==> src/rtl/sarx_pkg.sv <==
package sarx_pkg;

  // Format register layout, MSB first.
  typedef struct packed {
    logic iface_clr;   // bit 7: hold receiver cleared
    logic test_en;     // bit 6: stored, no function
    logic head_place;  // bit 5: sample at head of slot
    logic long_frame;  // bit 4: slots longer than 16 bits
    logic clk_inv;     // bit 3: sample on falling bit-clock edge
    logic sync_inv;    // bit 2: invert frame line
    logic pulse_mode;  // bit 1: pulse-sync mono words
    logic delayed;     // bit 0: one-bit delay after slot start
  } fmt_t;

  localparam int SIG_SCLK = 0;
  localparam int SIG_FRM  = 1;
  localparam int SIG_DAT  = 2;
  localparam int SIG_CNT  = 3;

endpackage

==> src/rtl/sarx_sync.sv <==
module sarx_sync #(
  parameter int W      = 3,
  parameter int STAGES = 2
) (
  input  logic         clk,
  input  logic         rst,
  input  logic [W-1:0] din,
  output logic [W-1:0] lvl,
  output logic [W-1:0] last
);
  localparam int DEPTH = STAGES + 1;

  logic [W-1:0] stg [DEPTH];

  always_ff @(posedge clk) begin
    if (rst) begin
      for (int i = 0; i < DEPTH; i++) stg[i] <= '0;
    end else begin
      stg[0] <= din;
      for (int i = 1; i < DEPTH; i++) stg[i] <= stg[i-1];
    end
  end

  assign lvl  = stg[STAGES-1];
  assign last = stg[STAGES];

endmodule

==> src/rtl/sarx_stereo.sv <==
module sarx_stereo #(
  parameter int SAMPLE_W = 16,
  parameter int MAX_SLOT = 32
) (
  input  logic                clk,
  input  logic                rst,
  input  logic                clr,
  input  logic                evt,
  input  logic                frm_eff,
  input  logic                dat,
  input  logic                delayed,
  input  logic                head_place,
  input  logic                long_frame,
  output logic                cpl_o,
  output logic                cpl_right_o,
  output logic [SAMPLE_W-1:0] cpl_word_o
);
  localparam int CW = $clog2(MAX_SLOT + 1);
  localparam logic [CW-1:0] IDX_LAST  = CW'(SAMPLE_W - 1);
  localparam logic [CW-1:0] IDX_DLAST = CW'(SAMPLE_W);
  localparam logic [CW-1:0] CNT_MAX   = CW'(MAX_SLOT);

  logic                locked, prev, chan;
  logic [CW-1:0]       cnt;
  logic [SAMPLE_W-1:0] sh;

  logic                bnd, locked_now, chan_now, tail_mode, win_done, tail_done;
  logic [CW-1:0]       k_now, end_idx;
  logic [SAMPLE_W-1:0] sh_nx;

  always_comb begin
    bnd        = (frm_eff != prev);
    k_now      = bnd ? '0 : cnt;
    locked_now = locked | bnd;
    chan_now   = bnd ? frm_eff : chan;
    sh_nx      = {sh[SAMPLE_W-2:0], dat};
    tail_mode  = !head_place && long_frame;
    end_idx    = (head_place && delayed) ? IDX_DLAST : IDX_LAST;
    win_done   = !tail_mode && locked_now && (k_now == end_idx);
    tail_done  = tail_mode && locked && bnd && (cnt >= IDX_DLAST);
  end

  always_ff @(posedge clk) begin
    if (rst) begin
      locked      <= 1'b0;
      prev        <= 1'b0;
      chan        <= 1'b0;
      cnt         <= '0;
      sh          <= '0;
      cpl_o       <= 1'b0;
      cpl_right_o <= 1'b0;
      cpl_word_o  <= '0;
    end else begin
      cpl_o <= 1'b0;
      if (clr) begin
        locked <= 1'b0;
        cnt    <= '0;
        sh     <= '0;
        prev   <= frm_eff;
      end else if (evt) begin
        prev <= frm_eff;
        if (bnd) begin
          locked <= 1'b1;
          chan   <= frm_eff;
        end
        cnt <= (k_now != CNT_MAX) ? k_now + 1'b1 : k_now;
        sh  <= sh_nx;
        if (tail_done) begin
          cpl_o       <= 1'b1;
          cpl_right_o <= chan;
          cpl_word_o  <= sh;
        end else if (win_done) begin
          cpl_o       <= 1'b1;
          cpl_right_o <= chan_now;
          cpl_word_o  <= sh_nx;
        end
      end
    end
  end

  // a clear silences the completion strobe.
  p_clr_quiet_r12: assert property (@(posedge clk) disable iff (rst)
    clr |=> !cpl_o);

  // no slot completes before the receiver has seen a slot start.
  p_cpl_locked_r13: assert property (@(posedge clk) disable iff (rst)
    cpl_o |-> locked);

endmodule

==> src/rtl/sarx_pulse.sv <==
module sarx_pulse #(
  parameter int SAMPLE_W = 16
) (
  input  logic                clk,
  input  logic                rst,
  input  logic                clr,
  input  logic                evt,
  input  logic                sync_eff,
  input  logic                dat,
  output logic                cpl_o,
  output logic [SAMPLE_W-1:0] word_o
);
  localparam int PCW = $clog2(SAMPLE_W);
  localparam logic [PCW-1:0] BIT_LAST = PCW'(SAMPLE_W - 1);

  logic                prev, active;
  logic [PCW-1:0]      cnt;
  logic [SAMPLE_W-1:0] sh;
  logic [SAMPLE_W-1:0] sh_nx;
  logic                start;

  always_comb begin
    start = sync_eff && !prev;
    sh_nx = {sh[SAMPLE_W-2:0], dat};
  end

  always_ff @(posedge clk) begin
    if (rst) begin
      prev   <= 1'b0;
      active <= 1'b0;
      cnt    <= '0;
      sh     <= '0;
      cpl_o  <= 1'b0;
      word_o <= '0;
    end else begin
      cpl_o <= 1'b0;
      if (clr) begin
        active <= 1'b0;
        cnt    <= '0;
        sh     <= '0;
        prev   <= sync_eff;
      end else if (evt) begin
        prev <= sync_eff;
        if (start) begin
          active <= 1'b1;
          cnt    <= PCW'(1);
          sh     <= sh_nx;
        end else if (active) begin
          sh <= sh_nx;
          if (cnt == BIT_LAST) begin
            active <= 1'b0;
            cpl_o  <= 1'b1;
            word_o <= sh_nx;
          end else begin
            cnt <= cnt + 1'b1;
          end
        end
      end
    end
  end

  // clearing silences pulse-mode completion.
  p_pclr_quiet_r12: assert property (@(posedge clk) disable iff (rst)
    clr |=> !cpl_o);

  // a finished word leaves the collector idle.
  p_word_ends_r10: assert property (@(posedge clk) disable iff (rst)
    cpl_o |-> !active);

endmodule

==> src/rtl/serial_audio_rx.sv <==
module serial_audio_rx #(
  parameter int SAMPLE_W    = 16,
  parameter int MAX_SLOT    = 32,
  parameter int SYNC_STAGES = 2
) (
  input  logic                clk,
  input  logic                rst,
  input  logic                cfg_we,
  input  logic [7:0]          cfg_wdata,
  input  logic                sclk_i,
  input  logic                frm_i,
  input  logic                sdat_i,
  output logic [SAMPLE_W-1:0] pcm_left,
  output logic [SAMPLE_W-1:0] pcm_right,
  output logic                pcm_valid,
  output logic                pcm_mono
);
  import sarx_pkg::*;

  fmt_t cfg;

  always_ff @(posedge clk) begin
    if (rst)         cfg <= '0;
    else if (cfg_we) cfg <= fmt_t'(cfg_wdata);
  end

  logic [SIG_CNT-1:0] raw, s_lvl, s_last;

  always_comb begin
    raw           = '0;
    raw[SIG_SCLK] = sclk_i;
    raw[SIG_FRM]  = frm_i;
    raw[SIG_DAT]  = sdat_i;
  end

  sarx_sync #(.W(SIG_CNT), .STAGES(SYNC_STAGES)) i_sync (
    .clk (clk),
    .rst (rst),
    .din (raw),
    .lvl (s_lvl),
    .last(s_last)
  );

  logic evt, frm_eff, st_clr, pu_clr;

  always_comb begin
    evt     = cfg.clk_inv ? (s_last[SIG_SCLK] && !s_lvl[SIG_SCLK])
                          : (!s_last[SIG_SCLK] && s_lvl[SIG_SCLK]);
    frm_eff = s_lvl[SIG_FRM] ^ cfg.sync_inv;
    st_clr  = cfg.iface_clr || cfg.pulse_mode;
    pu_clr  = cfg.iface_clr || !cfg.pulse_mode;
  end

  logic                st_cpl, st_right, pu_cpl;
  logic [SAMPLE_W-1:0] st_word, pu_word;

  sarx_stereo #(.SAMPLE_W(SAMPLE_W), .MAX_SLOT(MAX_SLOT)) i_stereo (
    .clk        (clk),
    .rst        (rst),
    .clr        (st_clr),
    .evt        (evt),
    .frm_eff    (frm_eff),
    .dat        (s_lvl[SIG_DAT]),
    .delayed    (cfg.delayed),
    .head_place (cfg.head_place),
    .long_frame (cfg.long_frame),
    .cpl_o      (st_cpl),
    .cpl_right_o(st_right),
    .cpl_word_o (st_word)
  );

  sarx_pulse #(.SAMPLE_W(SAMPLE_W)) i_pulse (
    .clk     (clk),
    .rst     (rst),
    .clr     (pu_clr),
    .evt     (evt),
    .sync_eff(frm_eff),
    .dat     (s_lvl[SIG_DAT]),
    .cpl_o   (pu_cpl),
    .word_o  (pu_word)
  );

  logic                have_left;
  logic [SAMPLE_W-1:0] left_hold;

  always_ff @(posedge clk) begin
    if (rst) begin
      have_left <= 1'b0;
      left_hold <= '0;
      pcm_left  <= '0;
      pcm_right <= '0;
      pcm_valid <= 1'b0;
      pcm_mono  <= 1'b0;
    end else begin
      pcm_valid <= 1'b0;
      if (cfg.iface_clr) begin
        have_left <= 1'b0;
      end else begin
        if (st_cpl) begin
          if (!st_right) begin
            left_hold <= st_word;
            have_left <= 1'b1;
          end else if (have_left) begin
            pcm_left  <= left_hold;
            pcm_right <= st_word;
            pcm_mono  <= 1'b0;
            pcm_valid <= 1'b1;
            have_left <= 1'b0;
          end
        end
        if (pu_cpl) begin
          pcm_left  <= pu_word;
          pcm_right <= pu_word;
          pcm_mono  <= 1'b1;
          pcm_valid <= 1'b1;
        end
      end
    end
  end

  // the output strobe lasts one cycle.
  p_valid_single_r9: assert property (@(posedge clk) disable iff (rst)
    pcm_valid |=> !pcm_valid);

  // a mono word appears on both outputs.
  p_mono_copy_r10: assert property (@(posedge clk) disable iff (rst)
    (pcm_valid && pcm_mono) |-> (pcm_left == pcm_right));

  // a held clear keeps the outputs silent.
  p_hold_silent_r12: assert property (@(posedge clk) disable iff (rst)
    (cfg.iface_clr && $past(cfg.iface_clr) && $past(cfg.iface_clr, 2)) |-> !pcm_valid);

  // sampling edges are never back to back.
  p_edge_spaced_r8: assert property (@(posedge clk) disable iff (rst)
    evt |=> !evt);

endmodule

==> config.mk <==
export PLATFORM = sky130hd
export DESIGN_NAME = serial_audio_rx
export DESIGN_NICKNAME = d
export VERILOG_FILES = /design/src/rtl/sarx_pkg.sv /design/src/rtl/sarx_sync.sv /design/src/rtl/sarx_stereo.sv /design/src/rtl/sarx_pulse.sv /design/src/rtl/serial_audio_rx.sv
export SDC_FILE = /design/constraint.sdc
export NUM_CORES = 1
export LEC_CHECK = 0
export CAP_MARGIN = 20
export CELL_PAD_IN_SITES_DETAIL_PLACEMENT = 0
export CELL_PAD_IN_SITES_GLOBAL_PLACEMENT = 1
export CORE_MARGIN = 10
export CORE_UTILIZATION = 30
export DETAILED_ROUTE_END_ITERATION = 6
export PLACE_DENSITY = 0.54
export SLEW_MARGIN = 25
export SYNTH_ARGS = -nofsm -noshare
export SYNTH_HDL_FRONTEND = slang
export SYNTH_SLANG_ARGS = --single-unit
==> constraint.sdc <==
create_clock -name clk -period 2.47 [get_ports clk]
set_input_delay 0.741 -clock clk [delete_from_list [all_inputs] [get_ports clk]]
set_output_delay 0.741 -clock clk [all_outputs]
set_load 0.02 [all_outputs]
**Yosys cells after proc, flatten, opt, wreduce, memory -nomap -nowiden**

Memory sizes are Yosys's and may differ from the RTL's.
Cells that the tools add are included.
W data, S select, Z words.

- Word-level logic and storage cells: 132
- Memories: 1
- Bits in writable memories: 9
- Output and inout port bits: 34
- Bits in registers: 139

- Bitwise operators: 12
- Multiplexer cells: 46
- Order comparisons: 1
- $add $sub $neg: 2
- Eq/ne operators: 5
- Reductions and logical operators: 38

Memory list:

| name | depth | width | rd ports | clocked after Yosys merged registers in | write ports | RTL line | RTL |
|---|---|---|---|---|---|---|---|
| i_sync.stg | 3 | 3 | 3 | 0 | 3 | sarx_sync.sv:13 | `logic [W-1:0] stg [DEPTH];` |

Operators with widths:

| cell | number |
|---|---|
| $mux W16 | 10 |
| $mux W15 | 2 |
| $mux W1 | 25 |
| $reduce_bool A2 Y1 | 7 |
| $mux W4 | 3 |
| $mux W6 | 2 |
| $logic_and A1 B1 Y1 | 10 |
| $mux W3 | 3 |
| $reduce_and A3 Y1 | 3 |
| $not A1 Y1 | 7 |
| $add A6 B1 Y6 const B | 1 |
| $eq A6 B6 Y1 | 1 |
| $ge A6 B5 Y1 const B | 1 |
| $logic_not A1 Y1 | 6 |
| $ne A6 B6 Y1 const B | 1 |
| $reduce_and A2 Y1 | 3 |
| $reduce_or A2 Y1 | 3 |
| $mux W5 | 1 |
| $reduce_and A5 Y1 | 1 |
| $reduce_or A5 Y1 | 1 |
| $add A4 B1 Y4 const B | 1 |
| $eq A4 B4 Y1 const B | 1 |
| $or A1 B1 Y1 | 4 |
| $reduce_and A4 Y1 | 1 |
| 5 further kinds | 6 |

**Longest topological paths before layout**

Gate-level depths: netlist of the first run.
An unclocked memory read counts as a cell.

- Depth in word-level cells: 8
- Depth in mapped cells: 9

**By module**

From an unflattened synthesis of the first run, not the netlist that was laid out.

- Cells, all modules: 731
- Area, all modules: 6,557.5 µm²

Modules (own cells, without submodules):

| module | sequential area each (µm²) | instances | cells an instance | area each (µm²) |
|---|---|---|---|---|
| serial_audio_rx | 1,161.1 | 1 | 306 | 2,718.9 |
| sarx_stereo | 860.8 | 1 | 224 | 2,080.7 |
| sarx_pulse | 760.7 | 1 | 177 | 1,476.4 |
| sarx_sync | 180.2 | 1 | 24 | 281.5 |

**Worst setup path after synthesis of the first run**

No wires, ideal clock.

- Path kind: register -> register
- From: register cfg[2] in the netlist's numbering
- To: register i_stereo.cnt[2]
- Stages on the path, launching flop included: 10
- Arrival time: 2.076 ns
- Path slack: 0.267 ns
- Cell sequence: dfxtp_1 > xnor3_1 > and2_1 > inv_1 > ha_1 > nand2_1 > nor4_1 > o21ai_0 > a32oi_1 > nor2_1

- Cells in the longest elaborated chain, start to end: 5
- Elaborated cells between the ends (all ways): 6
- Classes of those cells: add/sub (1); eq/ne (2); mux (2); bitwise (1)

Ends and longest elaborated chain:

| item | RTL line | RTL |
|---|---|---|
| from (decl) | serial_audio_rx.sv:20 | `fmt_t cfg;` |
| from (signal assigned) | serial_audio_rx.sv:24 | `else if (cfg_we) cfg <= fmt_t'(cfg_wdata);` |
| $xor A1 B1 Y1 (*) | serial_audio_rx.sv:49 | `frm_eff = s_lvl[SIG_FRM] ^ cfg.sync_inv;` |
| $ne A1 B1 Y1 (*) | sarx_stereo.sv:32 | `bnd = (frm_eff != prev);` |
| $mux W6 (*) | sarx_stereo.sv:33 | `k_now = bnd ? '0 : cnt;` |
| $add A6 B1 Y6 / $ne A6 B6 Y1 (equally long branches) | sarx_stereo.sv:66 | `cnt <= (k_now != CNT_MAX) ? k_now + 1'b1 : k_now;` |
| $mux W6 (*) | sarx_stereo.sv:66 |  |
| to (signal assigned) | sarx_stereo.sv:66 |  |
| to (decl) | sarx_stereo.sv:24 | `logic [CW-1:0] cnt;` |

Mark *: on every way between the ends. The rest lies on a longest branch, timed or not.
A chain may end at the register's enable or synchronous reset.

**Worst setup path in the final report of the first run**

Ends and elaborated chain as after synthesis.

==> out/results.ini, run 1 <==
[grt]
grtUsageMet3=0.0324
use_met1=0.153
antenna_found_initial=0
met2_usage=0.176
grt_pass1_wl_um=24300
grt_max_degree=65
busiest_layer=met2
grtUsageTotal=0.114
grt_pass1_vias=4559
grt.overflow.total=0

[critical_path]
r2r_slack_ns=0.21
cp_max_fo=6
endpoint_kind=flip-flop
worstSetupStartpointType=flip-flop
cpMaxStageDelayCell=xnor3_1
critPathTopFamily=XOR/XNOR gates
path_buf_inv=2
reg2reg_from=cfg[2]$_SDFFE_PP0P_
r2r.worst_path.cells=10
crit_arrival_ns=2.53
reg2reg_to=i_stereo.cnt[2]$_SDFFE_PP0P_
crit_chain=xnor3_1 > and2_1 > inv_1 > ha_1 > nand2_1 > nor4_1 > buf_4 > o21ai_0 > a32oi_1 > nor2_1
cpPeakStageDelay_ns=0.53
path_class=flip-flop to flip-flop
crit_required_ns=2.74

[hold_path]
hp-class=flip-flop to flip-flop
hold_depth=1
hold_path_end=i_sync.stg[0][4]$_SDFF_PP0_
holdCritStartpoint=i_sync.stg[0][1]$_SDFF_PP0_

[floorplanning]
start_util=0.308
die_w_um=162
std_cell_rows=51
die-area_mm2=0.0262
io-pin-count=48
chipHeight_um=162
core_mm2=0.0197

[yosys]
synth-edff-count=0
syn_area_mm2=0.00605
synth-warning-count=0
ys.flop_type=dfxtp_1
ys_ff_latch=146
syn_avg_cell_area_um2=8.97
synth-seq-area-share=0.483
yosysUniqueCellTypes=47
syn_inst=674
synth_nets=691
synthArstFlopShare=0

[route]
routed_wl_um=14500
drt_iter0_drc=225
vias_per_cell=4.76
dr.pass1.iters=4
drc=0
wl_per_cell_um=14.9
ant_nets=0
via_count=4652

[timing]
slew_violations=0
period_needed_ns=2.26
fmax_mhz=442
rsz0062_at_grt=no
setup_viol=0
fin_tns_setup_ns=0
relSlewSlack=0.441
tightest_slew_ns=0.838
timing.final.crit_share=0.916
fin_worst_skew_ns=0.00892
hold_violations=0

[clock_tree]
insertion_delay_ns=0.41
cts_tree=done
cts.sinks=146
hold_buffers=0
cts_setup_buffers=0
path_clk_slew_ns=0.06
clk_path_buf_depth=2
ctsResizeCount=0
ctsHtreeMaxLevel=4
root_buffer=clkbuf_16
numCtsBuffers=17

[place]
dp_hpwl_um=9700
gp_congestion=0.739
io_buffers=46
placed_area_mm2=0.00675

[pwr]
switching_share=0.218
p_leak_nw=2.50
combPwrFrac=0.034
p_switching_mw=1.14
ir_worst_vdd_v=0.000461
power.internal_mw=4.07
p_clk_frac=0.507
pwr-share-seq=0.459
power_density_mw_per_mm2=707

[final_layout]
antenna_cells=0
finalNetCount=718
area_delta_synth_final_pct=21.8
layout-drive-gt1-share=0.104
final_area_mm2=0.00736

[status]
status=completed

[run]
maxCapViolCount=0

layout make-up:
class,count,area (um2)
clock buffers,22,494
clock inverters,9,118
fillers,2045,12300
inverters,19,71.3
multi-input cells,455,2800
flip-flops and latches,146,2920
well taps,265,332
repair buffers,62,628
how the worst max path moves through the flow:
stage	from	endpoint	slack, ns	cells after the start
floorplan	cfg[2]$_SDFFE_PP0P_	i_stereo.cnt[2]$_SDFFE_PP0P_	0.27	9
global placement	cfg[2]$_SDFFE_PP0P_	i_stereo.cnt[2]$_SDFFE_PP0P_	0.29	10
detailed placement	cfg[2]$_SDFFE_PP0P_	i_stereo.cnt[2]$_SDFFE_PP0P_	0.27	10
CTS	cfg[2]$_SDFFE_PP0P_	i_stereo.cnt[2]$_SDFFE_PP0P_	0.21	10
global route	cfg[2]$_SDFFE_PP0P_	i_stereo.cnt[2]$_SDFFE_PP0P_	0.05	10
finish	cfg[2]$_SDFFE_PP0P_	i_stereo.cnt[2]$_SDFFE_PP0P_	0.21	10
logic make-up after synthesis:
family,count (synthesis),synth area share
flops,146,0.483
fa+ha+maj,3,0.00621
mux,73,0.124
buf+inv,73,0.0553
xor+xnor,3,0.00911
simple gates,224,0.162
compound gates,152,0.159
per-layer routing:
metal / wire [um] / up-vias
met4: 108 / 0
met1: 7350 / 2191
met2: 6520 / 68
li1: - / 2386
met5: 0 / -
met3: 559 / 7
power by group through the flow:
stage	combinational, mW	sequential, mW	clock [mW]
after floorplan	0.129	2.43	0
after global placement	0.179	2.44	0
after detailed placement	0.181	2.44	0
after CTS	0.182	2.39	2.72
after global routing	0.199	2.39	2.83
final	0.179	2.39	2.64
cells in the mapped netlist, types with 3 or more instances:
| cell | number | area, um2 |
|---|---|---|
| and3_1 | 3 | 18.8 |
| buf_2 | 6 | 30.0 |
| mux2i_1 | 57 | 571 |
| nand2_1 | 105 | 394 |
| nor2b_1 | 10 | 62.6 |
| buf_4 | 4 | 30.0 |
| ha_1 | 3 | 37.5 |
| o21ai_0 | 11 | 55.1 |
| buf_6 | 5 | 56.3 |
| a311oi_2 | 3 | 45.0 |
| or2_2 | 3 | 18.8 |
| nor3_1 | 6 | 30.0 |
| dfxtp_1 | 146 | 2920 |
| nand2b_1 | 5 | 31.3 |
| a311oi_1 | 14 | 123 |
| mux2_2 | 16 | 180 |
| buf_1 | 3 | 11.3 |
| inv_1 | 19 | 71.3 |
| nand3_1 | 4 | 20.0 |
| a211oi_1 | 34 | 255 |
| and2_1 | 3 | 18.8 |
| nor2_1 | 69 | 259 |
| a21oi_1 | 77 | 385 |
| clkbuf_1 | 36 | 135 |
layout by cell type, fill, tap and decap left out, drive strengths merged, types with 3 or more instances in the layout:
cell,n
clkbuf,22
clkinvlp,3
ha,3
a21oi,77
clkdlybuf4s50,45
and2,3
or4,3
and3,3
a211oi,34
buf,17
nor3,6
or2,3
nand3,4
mux2,16
mux2i,57
dfxtp,146
o21ai,12
nor2,69
a311oi,17
nor2b,11
nand2b,5
inv,22
nand2,105
stage by stage:
stage	power, mW	hold WS (ns)	worst slack [ns]	instances	util
finish	5.21	0.433	0.208	978	0.375
detailed placement	2.62	0.420	0.267	947	0.344
floorplan	2.56	0.414	0.267	674	-
global route	5.42	0.473	0.0497	978	0.375
CTS	5.29	0.435	0.209	978	0.375
global placement	2.62	0.421	0.287	947	0.344
state kept, by name, indices dropped and copies added (netlist names), 4 cells and up:
name                 cells
left_hold               16
i_sync.stg               7
pcm_left                16
i_pulse.sh              15
cfg                      7
pcm_right               16
i_stereo.cnt             6
i_pulse.word_o          16
i_stereo.cpl_word_o     16
i_pulse.cnt              4
i_stereo.sh             16
(Power assumes the default switching activity.)
==> run 2: changes to the inputs <==
--- a/config.mk
+++ b/config.mk
@@ -10,6 +10,7 @@
 export CELL_PAD_IN_SITES_GLOBAL_PLACEMENT = 1
 export CORE_MARGIN = 10
 export CORE_UTILIZATION = 30
+export CTS_CLUSTER_DIAMETER = 60
 export DETAILED_ROUTE_END_ITERATION = 6
 export PLACE_DENSITY = 0.54
 export SLEW_MARGIN = 25
==> results of run 2 <==
No change in the layout: final DEF, timing and power equal those of run 1.
==> run 3: changes to the inputs <==
--- a/config.mk
+++ b/config.mk
@@ -8,6 +8,7 @@
 export CAP_MARGIN = 20
 export CELL_PAD_IN_SITES_DETAIL_PLACEMENT = 0
 export CELL_PAD_IN_SITES_GLOBAL_PLACEMENT = 1
+export CORE_ASPECT_RATIO = 0.8
 export CORE_MARGIN = 10
 export CORE_UTILIZATION = 30
 export CTS_CLUSTER_DIAMETER = 60
==> run 3 against run 2 <==
  * Hold slack improved by 0.0024 ns
  * Sequential share of layout area rose by 0.13 points
  * Die area rose by 0.14%
  * Non-clock buffer count rose by 1
  * Cell count did not move
  * Critical endpoint unchanged
  * Highest routed layer unchanged
==> out/results.ini, run 3 (same netlist as run 1, synthesis figures left out) <==
[status]
status=completed

[floorplanning]
std_cell_rows=46
die-area_mm2=0.0263
core_mm2=0.0198
start_util=0.305
io-pin-count=48
die_w_um=179
chipHeight_um=147

[pwr]
ir_worst_vdd_v=0.000367
power_density_mw_per_mm2=708
p_leak_nw=2.50

[final_layout]
final_area_mm2=0.00734
layout-drive-gt1-share=0.101
finalNetCount=719
area_delta_synth_final_pct=21.4
final_common_cell=dfxtp_1
n_fill_cell=2065
multi_input_area_mm2=0.00280
final_cell_mix=dfxtp_1, nand2_1, a21oi_1
regArea_mm2=0.00292
antenna_cells=0

[grt]
grtUsageTotal=0.115
grt_pass1_wl_um=24100
antenna_found_initial=0
grt.overflow.total=0
grt_max_degree=65
grt_pass1_vias=4539

[hold_path]
hp-class=flip-flop to flip-flop

[route]
dr.pass1.iters=4
routed_wl_um=14500
vias_per_cell=4.73
via_count=4626
drt_iter0_drc=265
wl_per_cell_um=14.8
ant_nets=0
drc=0

[timing]
fin_tns_setup_ns=0
tightest_slew_ns=0.891
period_needed_ns=2.26
whs_ns=0.436
relSlewSlack=0.406
hold_violations=0
setup_viol=0
timing.final.crit_share=0.917
fin_worst_skew_ns=0.0182
fmax_mhz=442
rsz0062_at_grt=no
slew_violations=0

[clock_tree]
cts_tree=done
insertion_delay_ns=0.42
ctsHtreeMaxLevel=4
root_buffer=clkbuf_16
cts.sinks=146
ctsResizeCount=0
hold_buffers=0
cts_setup_buffers=0
numCtsBuffers=17
path_clk_slew_ns=0.06
clk_path_buf_depth=2

[critical_path]
path_class=flip-flop to flip-flop
cp_max_fo=6
crit_arrival_ns=2.54
endpoint_kind=flip-flop
crit_required_ns=2.75
worstSetupStartpointType=flip-flop

[place]
dp_hpwl_um=9940
io_buffers=46
placed_area_mm2=0.00675
gp_congestion=0.721

[run]
maxCapViolCount=0

==> run 3: cell count changes in the layout (fill, tap and decap cells not counted), sizes merged <==
| cell | change |
|---|---|
| clkinv | +3 |
| clkinvlp | -2 |
| inv | -2 |
| buf | +1 |
| bufinv | +1 |
==> run 3: area by class of cell <==
class / instances / area share
Tap cell: 264 / 0.0450
Inverter: 19 / 0.00972
Clock inverter: 9 / 0.0177
Clock buffer: 22 / 0.0632
Multi-Input combinational cell: 455 / 0.381
Sequential cell: 146 / 0.398
Timing Repair Buffer: 63 / 0.0849
==> run 3: worst paths after layout <==
path | start | end | slack, ns | cells past startpoint
worst min register to register | i_sync.stg[0][0]$_SDFF_PP0_ | i_sync.stg[0][3]$_SDFF_PP0_ | 0.44 | 1
worst max register to register | cfg[2]$_SDFFE_PP0P_ | i_stereo.cnt[2]$_SDFFE_PP0P_ | 0.21 | 10
worst max-delay path | cfg[2]$_SDFFE_PP0P_ | i_stereo.cnt[2]$_SDFFE_PP0P_ | 0.21 | 10
worst min-delay path | i_sync.stg[0][0]$_SDFF_PP0_ | i_sync.stg[0][3]$_SDFF_PP0_ | 0.44 | 1
==> run 3: layer usage <==
metal | share of wire | vias to the layer above | global-route usage
met3 | 0.045 | 9 | 0.0302
met4 | 0.010 | 0 | 0.0371
li1 | - | 2394 | -
met2 | 0.42 | 77 | 0.166
met5 | 0 | - | 0
met1 | 0.53 | 2146 | 0.161
==> run 3: worst max-delay path, cell delays in order (launching register included) <==
cell and delay [ns]:
dfxtp_1 0.40, xnor3_1 0.51, and2_1 0.21, inv_1 0.07, ha_1 0.15, nand2_1 0.05
nor4_1 0.17, buf_4 0.19, o21ai_0 0.09, a32oi_1 0.21, nor2_1 0.06
==> run 3: per-stage QoR <==
stage / power, mW / util / cells / setup WS [ns]
global placement: 2.62 / 0.341 / 947 / 0.275
detailed placement: 2.62 / 0.341 / 947 / 0.216
finish: 5.20 / 0.371 / 978 / 0.206
CTS: 5.26 / 0.371 / 978 / 0.183
floorplan: 2.56 / - / 674 / 0.267
global route: 5.39 / 0.371 / 978 / 0.00404
==> run 3: where the power goes <==
group	switching, mW	leakage (nW)	total [mW]	internal (mW)
clock network	0.989	0.290	2.63	1.64
registers	0.0157	1.18	2.39	2.37
logic	0.110	1.03	0.182	0.0719
total	1.11	2.50	5.20	4.08
